==> src/rtl/spi_pot_cmd_pkg.sv <==
package spi_pot_cmd_pkg;
   typedef enum logic [3:0] {
      OP_P2W    = 4'h1,
      OP_W2P    = 4'h2,
      OP_GP2W   = 4'h3,
      OP_GW2P   = 4'h4,
      OP_STAT   = 4'h5,
      OP_STEP   = 4'h6,
      OP_RD_W   = 4'h9,
      OP_WR_W   = 4'hA,
      OP_RD_P   = 4'hB,
      OP_WR_P   = 4'hC
   } op_e;

   typedef enum logic [2:0] {
      ST_IDLE, ST_ID, ST_INSTR, ST_WR, ST_RD, ST_STEP, ST_DONE, ST_IGNORE
   } st_e;
endpackage

==> src/rtl/spi_pot_sync.sv <==
module spi_pot_sync #(
   parameter int unsigned W      = 3,
   parameter int unsigned STAGES = 2,
   parameter logic [W-1:0] RST_VAL = '0
) (
   input  logic         clk,
   input  logic         rst_n,
   input  logic [W-1:0] d,
   output logic [W-1:0] q
);
   generate
      if (STAGES == 0) begin : g_bypass
         assign q = d;
      end else begin : g_chain
         logic [W-1:0] pipe [STAGES];
         always_ff @(posedge clk or negedge rst_n) begin
            if (!rst_n) begin
               for (int i = 0; i < STAGES; i++) pipe[i] <= RST_VAL;
            end else begin
               pipe[0] <= d;
               for (int i = 1; i < STAGES; i++) pipe[i] <= pipe[i-1];
            end
         end
         assign q = pipe[STAGES-1];
      end
   endgenerate
endmodule

==> src/rtl/spi_pot_byte_rx.sv <==
module spi_pot_byte_rx #(
   parameter int unsigned BITS = 8,
   localparam int unsigned CW = $clog2(BITS)
) (
   input  logic            clk,
   input  logic            rst_n,
   input  logic            clear,
   input  logic            sample,
   input  logic            bit_in,
   output logic            done,
   output logic [BITS-1:0] data
);
   logic [CW-1:0]   cnt;
   logic [BITS-2:0] sh;

   always_ff @(posedge clk or negedge rst_n) begin
      if (!rst_n) begin
         cnt <= '0;
         sh  <= '0;
      end else if (clear) begin
         cnt <= '0;
      end else if (sample) begin
         cnt <= (cnt == CW'(BITS-1)) ? '0 : cnt + 1'b1;
         sh  <= {sh[BITS-3:0], bit_in};
      end
   end

   assign done = sample && (cnt == CW'(BITS-1));
   assign data = {sh, bit_in};
endmodule

==> src/rtl/spi_pot_cmd.sv <==
module spi_pot_cmd
   import spi_pot_cmd_pkg::*;
#(
   parameter logic [3:0]  DEV_TYPE    = 4'b0101,
   parameter int unsigned DATA_W      = 6,
   parameter int unsigned SYNC_STAGES = 2
) (
   input  logic              clk,
   input  logic              rst_n,
   input  logic              cs_n,
   input  logic              sck,
   input  logic              si,
   input  logic [1:0]        addr_strap,
   output logic              so,
   output logic              so_en,
   output logic [3:0]        cmd_op,
   output logic [1:0]        cmd_reg,
   output logic [1:0]        cmd_chan,
   output logic [DATA_W-1:0] cmd_data,
   output logic              xfer_stb,
   output logic              wiper_wr_stb,
   output logic              preset_wr_stb,
   output logic              step_stb,
   output logic              step_up,
   input  logic [DATA_W-1:0] rd_data,
   input  logic              wip
);
   localparam int unsigned BYTE_W = 8;
   localparam int unsigned PAD_W  = BYTE_W - DATA_W;

   generate
      if (DATA_W < 1 || DATA_W > 7) begin : g_bad_w
         $error("DATA_W must be between 1 and 7");
      end
   endgenerate

   logic [2:0] raw, syn;
   logic       cs_lvl, sck_lvl, si_lvl, sck_q, cs_q;
   logic       sck_rise, sck_fall, cs_rise;
   logic       byte_done;
   logic [BYTE_W-1:0] rx_byte;
   st_e        st;
   logic       pend, rd_first;
   logic [BYTE_W-1:0] tx;

   assign raw = {cs_n, sck, si};

   spi_pot_sync #(.W(3), .STAGES(SYNC_STAGES), .RST_VAL(3'b100)) u_sync (
      .clk(clk), .rst_n(rst_n), .d(raw), .q(syn));

   assign cs_lvl  = syn[2];
   assign sck_lvl = syn[1];
   assign si_lvl  = syn[0];

   always_ff @(posedge clk or negedge rst_n) begin
      if (!rst_n) begin
         sck_q <= 1'b0;
         cs_q  <= 1'b1;
      end else begin
         sck_q <= sck_lvl;
         cs_q  <= cs_lvl;
      end
   end

   assign sck_rise = sck_lvl && !sck_q;
   assign sck_fall = !sck_lvl && sck_q;
   assign cs_rise  = cs_lvl && !cs_q;

   spi_pot_byte_rx #(.BITS(BYTE_W)) u_rx (
      .clk(clk), .rst_n(rst_n), .clear(cs_lvl),
      .sample(sck_rise && !cs_lvl), .bit_in(si_lvl),
      .done(byte_done), .data(rx_byte));

   always_ff @(posedge clk or negedge rst_n) begin
      if (!rst_n) begin
         st            <= ST_IDLE;
         pend          <= 1'b0;
         rd_first      <= 1'b0;
         tx            <= '0;
         cmd_op        <= '0;
         cmd_reg       <= '0;
         cmd_chan      <= '0;
         cmd_data      <= '0;
         xfer_stb      <= 1'b0;
         wiper_wr_stb  <= 1'b0;
         preset_wr_stb <= 1'b0;
         step_stb      <= 1'b0;
         step_up       <= 1'b0;
      end else begin
         xfer_stb      <= 1'b0;
         wiper_wr_stb  <= 1'b0;
         preset_wr_stb <= 1'b0;
         step_stb      <= 1'b0;
         if (cs_lvl) begin
            st <= ST_IDLE;
            tx <= '0;
            if (cs_rise && pend) preset_wr_stb <= 1'b1;
            pend <= 1'b0;
         end else begin
            unique case (st)
               ST_IDLE: st <= ST_ID;
               ST_ID: if (byte_done) begin
                  if (rx_byte[7:4] == DEV_TYPE && rx_byte[3:2] == 2'b00 &&
                      rx_byte[1:0] == addr_strap)
                     st <= ST_INSTR;
                  else
                     st <= ST_IGNORE;
               end
               ST_INSTR: if (byte_done) begin
                  cmd_op   <= rx_byte[7:4];
                  cmd_reg  <= rx_byte[3:2];
                  cmd_chan <= rx_byte[1:0];
                  case (rx_byte[7:4])
                     OP_P2W, OP_W2P, OP_GP2W, OP_GW2P: begin
                        xfer_stb <= 1'b1;
                        st       <= ST_DONE;
                     end
                     OP_RD_W, OP_RD_P, OP_STAT: begin
                        rd_first <= 1'b1;
                        st       <= ST_RD;
                     end
                     OP_WR_W, OP_WR_P: st <= ST_WR;
                     OP_STEP:          st <= ST_STEP;
                     default:          st <= ST_IGNORE;
                  endcase
               end
               ST_WR: if (byte_done) begin
                  cmd_data <= rx_byte[DATA_W-1:0];
                  if (cmd_op == OP_WR_W) wiper_wr_stb <= 1'b1;
                  else                   pend         <= 1'b1;
                  st <= ST_DONE;
               end
               ST_RD: if (sck_fall) begin
                  rd_first <= 1'b0;
                  if (rd_first)
                     tx <= (cmd_op == OP_STAT) ? {{(BYTE_W-1){1'b0}}, wip}
                                               : {{PAD_W{1'b0}}, rd_data};
                  else
                     tx <= {tx[BYTE_W-2:0], 1'b0};
               end
               ST_STEP: if (sck_rise) begin
                  step_stb <= 1'b1;
                  step_up  <= si_lvl;
               end
               default: ;
            endcase
         end
      end
   end

   assign so_en = (st == ST_RD);
   assign so    = so_en && tx[BYTE_W-1];
endmodule

==> config.mk <==
export PLATFORM = sky130hd
export DESIGN_NAME = spi_pot_cmd
export DESIGN_NICKNAME = d
export VERILOG_FILES = /design/src/rtl/spi_pot_cmd_pkg.sv /design/src/rtl/spi_pot_sync.sv /design/src/rtl/spi_pot_byte_rx.sv /design/src/rtl/spi_pot_cmd.sv
export SDC_FILE = /design/constraint.sdc
export NUM_CORES = 1
export LEC_CHECK = 0
export ABC_AREA = 1
export BUFFER_PORTS_ARGS = -buffer_cell sky130_fd_sc_hd__buf_2
export CAP_MARGIN = 5
export CORE_UTILIZATION = 50
export CTS_CLUSTER_DIAMETER = 30
export DETAILED_ROUTE_END_ITERATION = 8
export PLACE_DENSITY = 0.72
export SLEW_MARGIN = 20
export SYNTH_ARGS = -nofsm -noshare
export SYNTH_HDL_FRONTEND = slang
export SYNTH_SLANG_ARGS = --single-unit
==> constraint.sdc <==
create_clock -name clk -period 1.7 [get_ports clk]
set_clock_uncertainty 0.05 [all_clocks]
set_input_delay 0.085 -clock clk [delete_from_list [all_inputs] [get_ports clk]]
set_output_delay 0.085 -clock clk [all_outputs]
set_load 0.005 [all_outputs]
==> out/metrics.cfg, run 1 <==
[floorplan]
dieArea_sq_um=4820
pin_count=35
die_w_microns=69.4
placementRows=24
start_util=0.522
chipHeight_microns=69.4
fp.coreArea_sq_um=4350

[worst_setup_path]
timing_worst_setup_path_type=reg -> reg
arrival_ns=1.68
endpoint_kind=register
crit_slowest_cell=dfrtp_1
cp_num_buf_inv=1
critPathTopFamily=adder cells
start_kind=register
max_stage_delay_ns=0.40
worstPathRequired_ns=1.89
cp_cell_sequence=ha_1, ha_1, nand3_4, inv_2, nand2_4, nand2_1, o21ai_2
cp_common_cell=ha_1
crit_fanout=17

[grt]
grt_pass1_wl_mm=7.26
antenna_found_initial=0
grt_usage=0.191
grt_max_degree=31
overflow=0
grt_pass1_vias=1601

[cells_and_area]
reg_top3=tx (8), u_rx.sh (7), cmd_data (6)
top_register=tx
area_growth_pct=17.1
multi_input_area_sq_um=882
diodes=0
nets=319
largest_reg_flops=8
layout-drive-gt1-share=0.248
post-route-util=0.611
fillCellCount=384
seqCellArea_sq_um=1250

[pwr]
p_switching_w=0.000782
p_int_w=0.00190
power_density_nw_per_um2=1010
ir_worst_vdd_v=0.000510
power_leakage_nw=1.41
pwr-share-clk=0.313
pwr-share-comb=0.181
pwr-share-seq=0.506
swShare=0.292

[clocking]
cts_buffers=5
ctsResizeCount=0
clkLatencyLatePin_ns=0.30
path_clk_slew_ns=0.09
htreeDepth=2
tritoncts=yes
clkSinkCount=50
clock_path_buffers=2
root_buffer=clkbuf_8

[routing]
drt_iter0_markers=79
wire_per_inst_microns=11.9
num_vias=1791
via_per_inst=5.05
ant_nets=0
wl_mm=4.23
firstDrtPassIters=4
drc_errors=0

[synth]
ys_ff_latch=50
ys_warn_count=0
yosys.area.top_type=dfrtp_1
yosysSeqAreaShare=0.553
synth_top_cells_by_area=dfrtp_1, nand2_1, nand3_1, o21ai_2, nor2_1
synth-edff-count=0
syn_area_per_cell_sq_um=8.77
yosysUniqueCellTypes=28
yosys.cell_count.top_type=nand2_1
async_reset_ff_frac=1.00
syn-num-nets=275
synthTopCellsByCount=nand2_1, dfrtp_1, nor2_1
synthFlopType=dfrtp_1
synthCells=259
synth_top_area_share=0.518
syn-cell-area_sq_um=2270

[sta]
setup_viol=0
tightestPinTransition_ns=0.486
max_freq_mhz=671
finalHoldViolCount=0
slew_violations=0
fin_tns_setup_ns=0
min_period_ns=1.49
relSlewSlack=0.676
fin_crit_sh=0.876
holdWs_ns=0.0525
rsz0062_at_grt=no

[job]
drv_cap=0

[place]
dp_hpwl_mm=3.02
gp_congestion=0.873
port_buffers=34

[outcome]
status=finished clean

[min_path]
hold_path.class=in -> reg

==> tightest hold or removal path: stages <==
cell and delay (ns):
buf_2 0.08, nand3_1 0.06, nand2_1 0.05, nand2_1 0.04, nand2_1 0.05
==> what timing repair did <==
item	CTS	global route
endpoints found under the hold margin	21	0
buffers inserted	0	0
hold buffers	5	0
==> path summary, 6_finish.rpt <==
kind                                                        from                       to  slack, ns  cells after the start
worst max-delay path                     u_rx.cnt[0]$_DFFE_PN0P_  cmd_chan[1]$_DFFE_PN0P_       0.21                      7
max in group asynchronous                                  rst_n        tx[0]$_DFFE_PN0P_       0.85                      3
min in group asynchronous                                  rst_n  u_rx.cnt[1]$_DFFE_PN0P_       0.22                      2
worst min register to register  u_sync.g_chain.pipe[5]$_DFF_PN1_    u_sync.q[2]$_DFF_PN1_       0.31                      0
worst min-delay path                                  rd_data[4]        tx[4]$_DFFE_PN0P_       0.05                      5
worst max register to register           u_rx.cnt[0]$_DFFE_PN0P_  cmd_chan[1]$_DFFE_PN0P_       0.21                      7
==> stage by stage <==
stage	power [W]	area [sq um]	worst slack (ns)	cells
2_1_floorplan	0.00171	2270	0.309	259
3_3_place_gp	0.00183	2500	0.272	343
3_5_place_dp	0.00185	2500	0.223	343
4_1_cts	0.00269	2660	0.204	355
5_1_grt	0.00283	2660	0.0972	355
6_report	0.00268	2660	0.210	355
==> power by group through the flow <==
stage	clock [W]	sequential, W	combinational (W)
after floorplan	0	0.00135	0.000356
after global placement	0	0.00137	0.000462
after detailed placement	0	0.00138	0.000470
after CTS	0.000853	0.00135	0.000485
after global routing	0.000900	0.00136	0.000562
final	0.000840	0.00135	0.000484
==> final cells by class <==
type	instances	area share
well taps	52	0.0245
clock inverters	1	0.0113
clock buffers	6	0.0311
multi-input cells	179	0.332
inverters	27	0.0391
flip-flops and latches	50	0.472
repair buffers	40	0.0904
==> logic make-up (layout without fill, tap and decap cells) <==
kind of cell | after synthesis | after routing | synth area share
fa+ha+maj | 2 | 2 | 0.0110
flops | 50 | 50 | 0.553
simple gates | 144 | 144 | 0.283
compound gates | 33 | 33 | 0.0948
buf+inv | 30 | 74 | 0.0590
==> per-layer routing <==
metal	GRT usage	up-vias	wire length (microns)
li1	-	904	-
met1	0.258	841	2050
met2	0.296	39	1940
met3	0.0552	7	176
met4	0.0658	0	62
met5	0	-	0
==> placed cells by master, fill, tap and decap left out, types with 4 or more instances in the layout <==
cell           netlist  layout
dfrtp_1             47      47
o21ai_2             11      11
inv_1               21      21
inv_2                4       4
nand3_1             20      20
buf_2                0      34
clkbuf_8             0       6
nor2_2               4       4
nand2_1             86      86
o21ai_0             12      12
dlygate4sd3_1        0       5
a21oi_1              4       4
o21ai_1              4       4
nor2_1              23      23
(Power assumes the default switching activity.)
==> run 2: changes to the inputs <==
--- a/config.mk
+++ b/config.mk
@@ -11,7 +11,7 @@
 export CORE_UTILIZATION = 50
 export CTS_CLUSTER_DIAMETER = 30
 export DETAILED_ROUTE_END_ITERATION = 8
-export PLACE_DENSITY = 0.72
+export PLACE_DENSITY = 0.79
 export SLEW_MARGIN = 20
 export SYNTH_ARGS = -nofsm -noshare
 export SYNTH_HDL_FRONTEND = slang
==> out/metrics.cfg, run 2 (synthesized netlist as in run 1, its figures left out) <==
[cells_and_area]
top_register=tx  ; unchanged
diodes=0  ; unchanged
nets=320  ; was 319
layout-drive-gt1-share=0.246  ; was 0.248
area_growth_pct=16.6  ; was 17.1%
mostFrequentLayoutCells=nand2_1, dfrtp_1, buf_2, nor2_1, inv_1  ; unchanged
final_common_cell=nand2_1  ; unchanged
largest_reg_flops=8  ; unchanged
reg_top3=tx (8), u_rx.sh (7), cmd_data (6)  ; unchanged

[pwr]
power_density_nw_per_um2=1000  ; was 1010 nW/um^2
pwr-share-clk=0.305  ; was 0.313
pwr-share-seq=0.511  ; was 0.506
swShare=0.296  ; was 0.292
p_int_w=0.00186  ; was 0.00190 W
pwr-share-comb=0.184  ; was 0.181
ir_worst_vdd_v=0.000469  ; was 0.000510 V
power_leakage_nw=1.41  ; about the same
p_switching_w=0.000785  ; was 0.000782 W

[sta]
min_period_ns=1.49  ; about the same
tightestPinTransition_ns=0.573  ; was 0.486 ns
rsz0062_at_grt=no  ; unchanged
slew_violations=0  ; unchanged
worst_slack_ns=0.208  ; was 0.210 ns
fin_crit_sh=0.878  ; was 0.876
max_freq_mhz=670  ; was 671 MHz
setup_viol=0  ; unchanged
finalHoldViolCount=0  ; unchanged
relSlewSlack=0.618  ; was 0.676
fin_tns_setup_ns=0  ; unchanged

[place]
dpl_worst_slack_ns=0.233  ; was 0.223 ns
dp_hpwl_mm=3.15  ; was 3.02 mm
gp_congestion=0.908  ; was 0.873
port_buffers=34  ; unchanged

[worst_setup_path]
worstPathRequired_ns=1.88  ; was 1.89 ns
crit_fanout=17  ; unchanged
endpoint_kind=register  ; unchanged
worstSetupStartpoint=u_rx.cnt[0]$_DFFE_PN0P_  ; unchanged
arrival_ns=1.67  ; was 1.68 ns
rr_startpoint=u_rx.cnt[0]$_DFFE_PN0P_  ; unchanged
start_kind=register  ; unchanged
timing_worst_setup_path_type=reg -> reg  ; unchanged

[grt]
grt_usage=0.208  ; was 0.191
grt_pass1_vias=1810  ; was 1,601
overflow=0  ; unchanged
antenna_found_initial=0  ; unchanged
grt_max_degree=27  ; was 31
grt_pass1_wl_mm=7.95  ; was 7.26 mm

[routing]
drc_errors=0  ; unchanged
via_per_inst=5.03  ; was 5.05
wire_per_inst_microns=12.1  ; was 11.9 microns
wl_mm=4.33  ; was 4.23 mm
firstDrtPassIters=4  ; unchanged
num_vias=1797  ; was 1,791
drt_iter0_markers=106  ; was 79
ant_nets=0  ; unchanged

[clocking]
clkLatencyLatePin_ns=0.30  ; about the same
tritoncts=yes  ; unchanged
clock_path_buffers=2  ; unchanged
cts_buffers=5  ; unchanged
clkSinkCount=50  ; unchanged
htreeDepth=2  ; unchanged
root_buffer=clkbuf_8  ; unchanged
path_clk_slew_ns=0.09  ; about the same

[floorplan]
dieArea_sq_um=4820  ; unchanged
fp.coreArea_sq_um=4350  ; unchanged
die_w_microns=69.4  ; unchanged
chipHeight_microns=69.4  ; unchanged
placementRows=24  ; unchanged
start_util=0.522  ; unchanged
pin_count=35  ; unchanged

[job]
drv_cap=0  ; unchanged

[min_path]
hold_path.class=in -> reg  ; unchanged
hp-start=rd_data[5]  ; was rd_data[4]

[outcome]
status=finished clean  ; unchanged

-- run 2: metal layers --
| layer | vias to the layer above | part of all wire | global-route usage |
|---|---|---|---|
| li1 | 909 | - | - |
| met1 | 831 | 0.47 | 0.272 |
| met2 | 48 | 0.47 | 0.339 |
| met3 | 9 | 0.043 | 0.0465 |
| met4 | 0 | 0.017 | 0.0771 |
| met5 | - | 0 | 0 |
-- run 2: worst paths after layout --
path | to | slack, ns | cells after the start
worst max-delay path | cmd_chan[1]$_DFFE_PN0P_ | 0.21 | 7
worst min-delay path | tx[5]$_DFFE_PN0P_ | 0.05 | 5
worst max register to register | cmd_chan[1]$_DFFE_PN0P_ | 0.21 | 7
worst min register to register | u_sync.q[1]$_DFF_PN0_ | 0.30 | 0
max in group asynchronous | preset_wr_stb$_DFF_PN0_ | 0.68 | 3
min in group asynchronous | tx[0]$_DFFE_PN0P_ | 0.26 | 2
-- run 2: power groups by stage --
stage	logic (W)	clock network [W]	registers, W
floorplan	0.000356	0	0.00135
global placement	0.000462	0	0.00137
detailed placement	0.000476	0	0.00138
CTS	0.000489	0.000831	0.00135
global route	0.000568	0.000881	0.00137
finish	0.000486	0.000809	0.00135
-- run 2: final cells by class --
class	instances	area [sq um]
Multi-Input combinational cell	179	882
Sequential cell	50	1250
Timing Repair Buffer	41	235
Fill cell	360	1710
Inverter	27	104
Clock buffer	7	76.3
Clock inverter	1	30.0
Tap cell	52	65.1
-- run 2: through the flow --
step / std cells / utilization / area, sq um / hold WS, ns / power (W)
floorplan: 259 / - / 2270 / -0.261 / 0.00171
global placement: 344 / 0.572 / 2490 / 0.0685 / 0.00183
detailed placement: 344 / 0.572 / 2490 / 0.0735 / 0.00185
CTS: 357 / 0.608 / 2650 / 0.0472 / 0.00267
global route: 357 / 0.608 / 2650 / 0.0639 / 0.00282
finish: 357 / 0.608 / 2650 / 0.0477 / 0.00265
-- run 2: worst max-delay path, stage by stage, from the launching register on --
cell and delay [ns]:
dfrtp_1 0.40, ha_1 0.21, ha_1 0.23, nand3_4 0.12
inv_2 0.06, nand2_4 0.19, nand2_1 0.11, o21ai_2 0.06
-- run 2: timing repair --
action	4_1_cts	5_1_grt
gates resized for setup	0	0
hold endpoints to repair	25	0
hold buffers	5	0
setup buffers	0	0
==> run 3: changes to the inputs <==
--- a/config.mk
+++ b/config.mk
@@ -12,6 +12,7 @@
 export CTS_CLUSTER_DIAMETER = 30
 export DETAILED_ROUTE_END_ITERATION = 8
 export PLACE_DENSITY = 0.79
+export SETUP_SLACK_MARGIN = 0.5
 export SLEW_MARGIN = 20
 export SYNTH_ARGS = -nofsm -noshare
 export SYNTH_HDL_FRONTEND = slang
==> out/metrics.cfg, run 3 (synthesized netlist as in run 1, its figures left out) <==
[outcome]
status=finished clean  ; unchanged

[sta]
rsz0062_at_grt=yes  ; was no
fin_tns_setup_ns=0  ; unchanged
fin_crit_sh=0.815  ; was 0.878
max_freq_mhz=722  ; was 670 MHz
relSlewSlack=0.687  ; was 0.618
slew_violations=0  ; unchanged
setup_viol=0  ; unchanged
finalHoldViolCount=0  ; unchanged
min_period_ns=1.38  ; was 1.49 ns
worst_slack_ns=0.315  ; was 0.208 ns
tightestPinTransition_ns=0.469  ; was 0.573 ns

[pwr]
power_w=0.00304  ; was 0.00265 W
power_leakage_nw=1.50  ; was 1.41 nW
ir_worst_vdd_v=0.000484  ; was 0.000469 V
power_density_nw_per_um2=1020  ; was 1000 nW/um^2

[cells_and_area]
reg_top3=tx (8), u_rx.sh (7), cmd_data (6)  ; unchanged
top_register=tx  ; unchanged
diodes=0  ; unchanged
mostFrequentLayoutCells=nand2_1, dfrtp_1, buf_2, nor2_1, nand3_1  ; was nand2_1, dfrtp_1, buf_2, nor2_1, inv_1
largest_reg_flops=8  ; unchanged
fillCellCount=332  ; was 360
layout-drive-gt1-share=0.378  ; was 0.246
nets=338  ; was 320
fin_area_sq_um=2970  ; was 2650 sq um
final_common_cell=nand2_1  ; unchanged
area_growth_pct=31.0  ; was 16.6%

[worst_setup_path]
timing_worst_setup_path_type=reg -> reg  ; unchanged
worstPathRequired_ns=1.84  ; was 1.88 ns
start_kind=register  ; unchanged
crit_fanout=13  ; was 17
arrival_ns=1.53  ; was 1.67 ns
endpoint_kind=register  ; unchanged

[place]
place_area_sq_um=2520  ; was 2490 sq um
dpl_worst_slack_ns=0.290  ; was 0.233 ns
port_buffers=34  ; unchanged
gp_congestion=0.892  ; was 0.908
dp_hpwl_mm=3.02  ; was 3.15 mm

[routing]
via_per_inst=5.11  ; was 5.03
wl_mm=4.79  ; was 4.33 mm
num_vias=1918  ; was 1,797
drt_iter0_markers=111  ; was 106
wire_per_inst_microns=12.8  ; was 12.1 microns
ant_nets=0  ; unchanged
drc_errors=0  ; unchanged
firstDrtPassIters=4  ; unchanged

[clocking]
cts_buffers=5  ; unchanged
path_clk_slew_ns=0.09  ; about the same
clkSinkCount=50  ; unchanged
clock_path_buffers=2  ; unchanged
tritoncts=yes  ; unchanged
htreeDepth=2  ; unchanged
clkLatencyLatePin_ns=0.30  ; about the same
root_buffer=clkbuf_8  ; unchanged

[floorplan]
placementRows=24  ; unchanged
dieArea_sq_um=4820  ; unchanged
fp.coreArea_sq_um=4350  ; unchanged
chipHeight_microns=69.4  ; unchanged
die_w_microns=69.4  ; unchanged
pin_count=35  ; unchanged
start_util=0.522  ; unchanged

[grt]
overflow=0  ; unchanged
grt_pass1_vias=1747  ; was 1,810
grt_pass1_wl_mm=7.89  ; was 7.95 mm
grt_max_degree=32  ; was 27
antenna_found_initial=0  ; unchanged
grt_usage=0.207  ; was 0.208

[min_path]
hold_path.class=in -> reg  ; unchanged

[job]
drv_cap=0  ; unchanged

-- run 3: cell count changes in the layout (fill, tap and decap cells not counted), sizes merged --
cell and change:
nor2 +1, clkinv +2, nand2 +1, clkbuf -2
buf +16
-- run 3: layer usage --
layer | vias up | global-route usage | wire (microns)
li1 | 962 | - | -
met1 | 905 | 0.278 | 2120
met2 | 47 | 0.332 | 2440
met3 | 4 | 0.0378 | 199
met4 | 0 | 0.0816 | 33
met5 | - | 0 | 0
-- run 3: repair_timing --
action | CTS | global route
setup buffers | 6 | 11
resized for setup | 21 | 16
hold buffers | 5 | 0
gates cloned | 2 | 0
hold endpoints to repair | 23 | 0
pin swaps | 4 | 7
setup endpoints to repair | 42 | 41
-- run 3: cell type report --
cell class                      instances  area (sq um)  share of cell area
Tap cell                               52          65.1              0.0219
Sequential cell                        50          1260               0.424
Timing Repair Buffer                   57           409               0.138
Clock buffer                            5          68.8              0.0231
Clock inverter                          3          40.0              0.0135
Multi-Input combinational cell        181          1020               0.343
Inverter                               27           111              0.0374
-- run 3: metrics by stage --
stage / instances / hold slack [ns] / utilization
finish: 375 / 0.0529 / 0.683
floorplan: 259 / -0.261 / -
detailed placement: 343 / 0.0194 / 0.579
global placement: 343 / 0.0144 / 0.579
CTS: 364 / 0.0565 / 0.648
global route: 375 / 0.0771 / 0.683
-- run 3: worst max-delay path, stage by stage (launching register included) --
cell     delay, ns
dfrtp_1       0.41
ha_4          0.15
ha_4          0.13
nand3_4       0.12
nor2_4        0.19
inv_6         0.08
nand2_1       0.08
o21ai_2       0.05
-- run 3: report_power, final --
group	total [W]	switching, W	leakage [nW]	internal, W
Combinational	0.000869	0.000471	0.777	0.000398
Sequential	0.00135	0.0000864	0.662	0.00127
Clock	0.000820	0.000387	0.0579	0.000433
Total	0.00304	0.000944	1.50	0.00210
-- run 3: worst paths after layout --
path | start | endpoint | slack [ns] | cells past startpoint
setup / recovery | u_rx.cnt[0]$_DFFE_PN0P_ | cmd_data[1]$_DFFE_PN0P_ | 0.32 | 7
setup reg to reg | u_rx.cnt[0]$_DFFE_PN0P_ | cmd_data[1]$_DFFE_PN0P_ | 0.32 | 7
max in group asynchronous | rst_n | u_sync.q[2]$_DFF_PN1_ | 0.78 | 3
hold / removal | rd_data[2] | tx[2]$_DFFE_PN0P_ | 0.05 | 5
hold reg to reg | u_sync.g_chain.pipe[4]$_DFF_PN0_ | u_sync.q[1]$_DFF_PN0_ | 0.30 | 0
min in group asynchronous | rst_n | cmd_data[3]$_DFFE_PN0P_ | 0.22 | 2
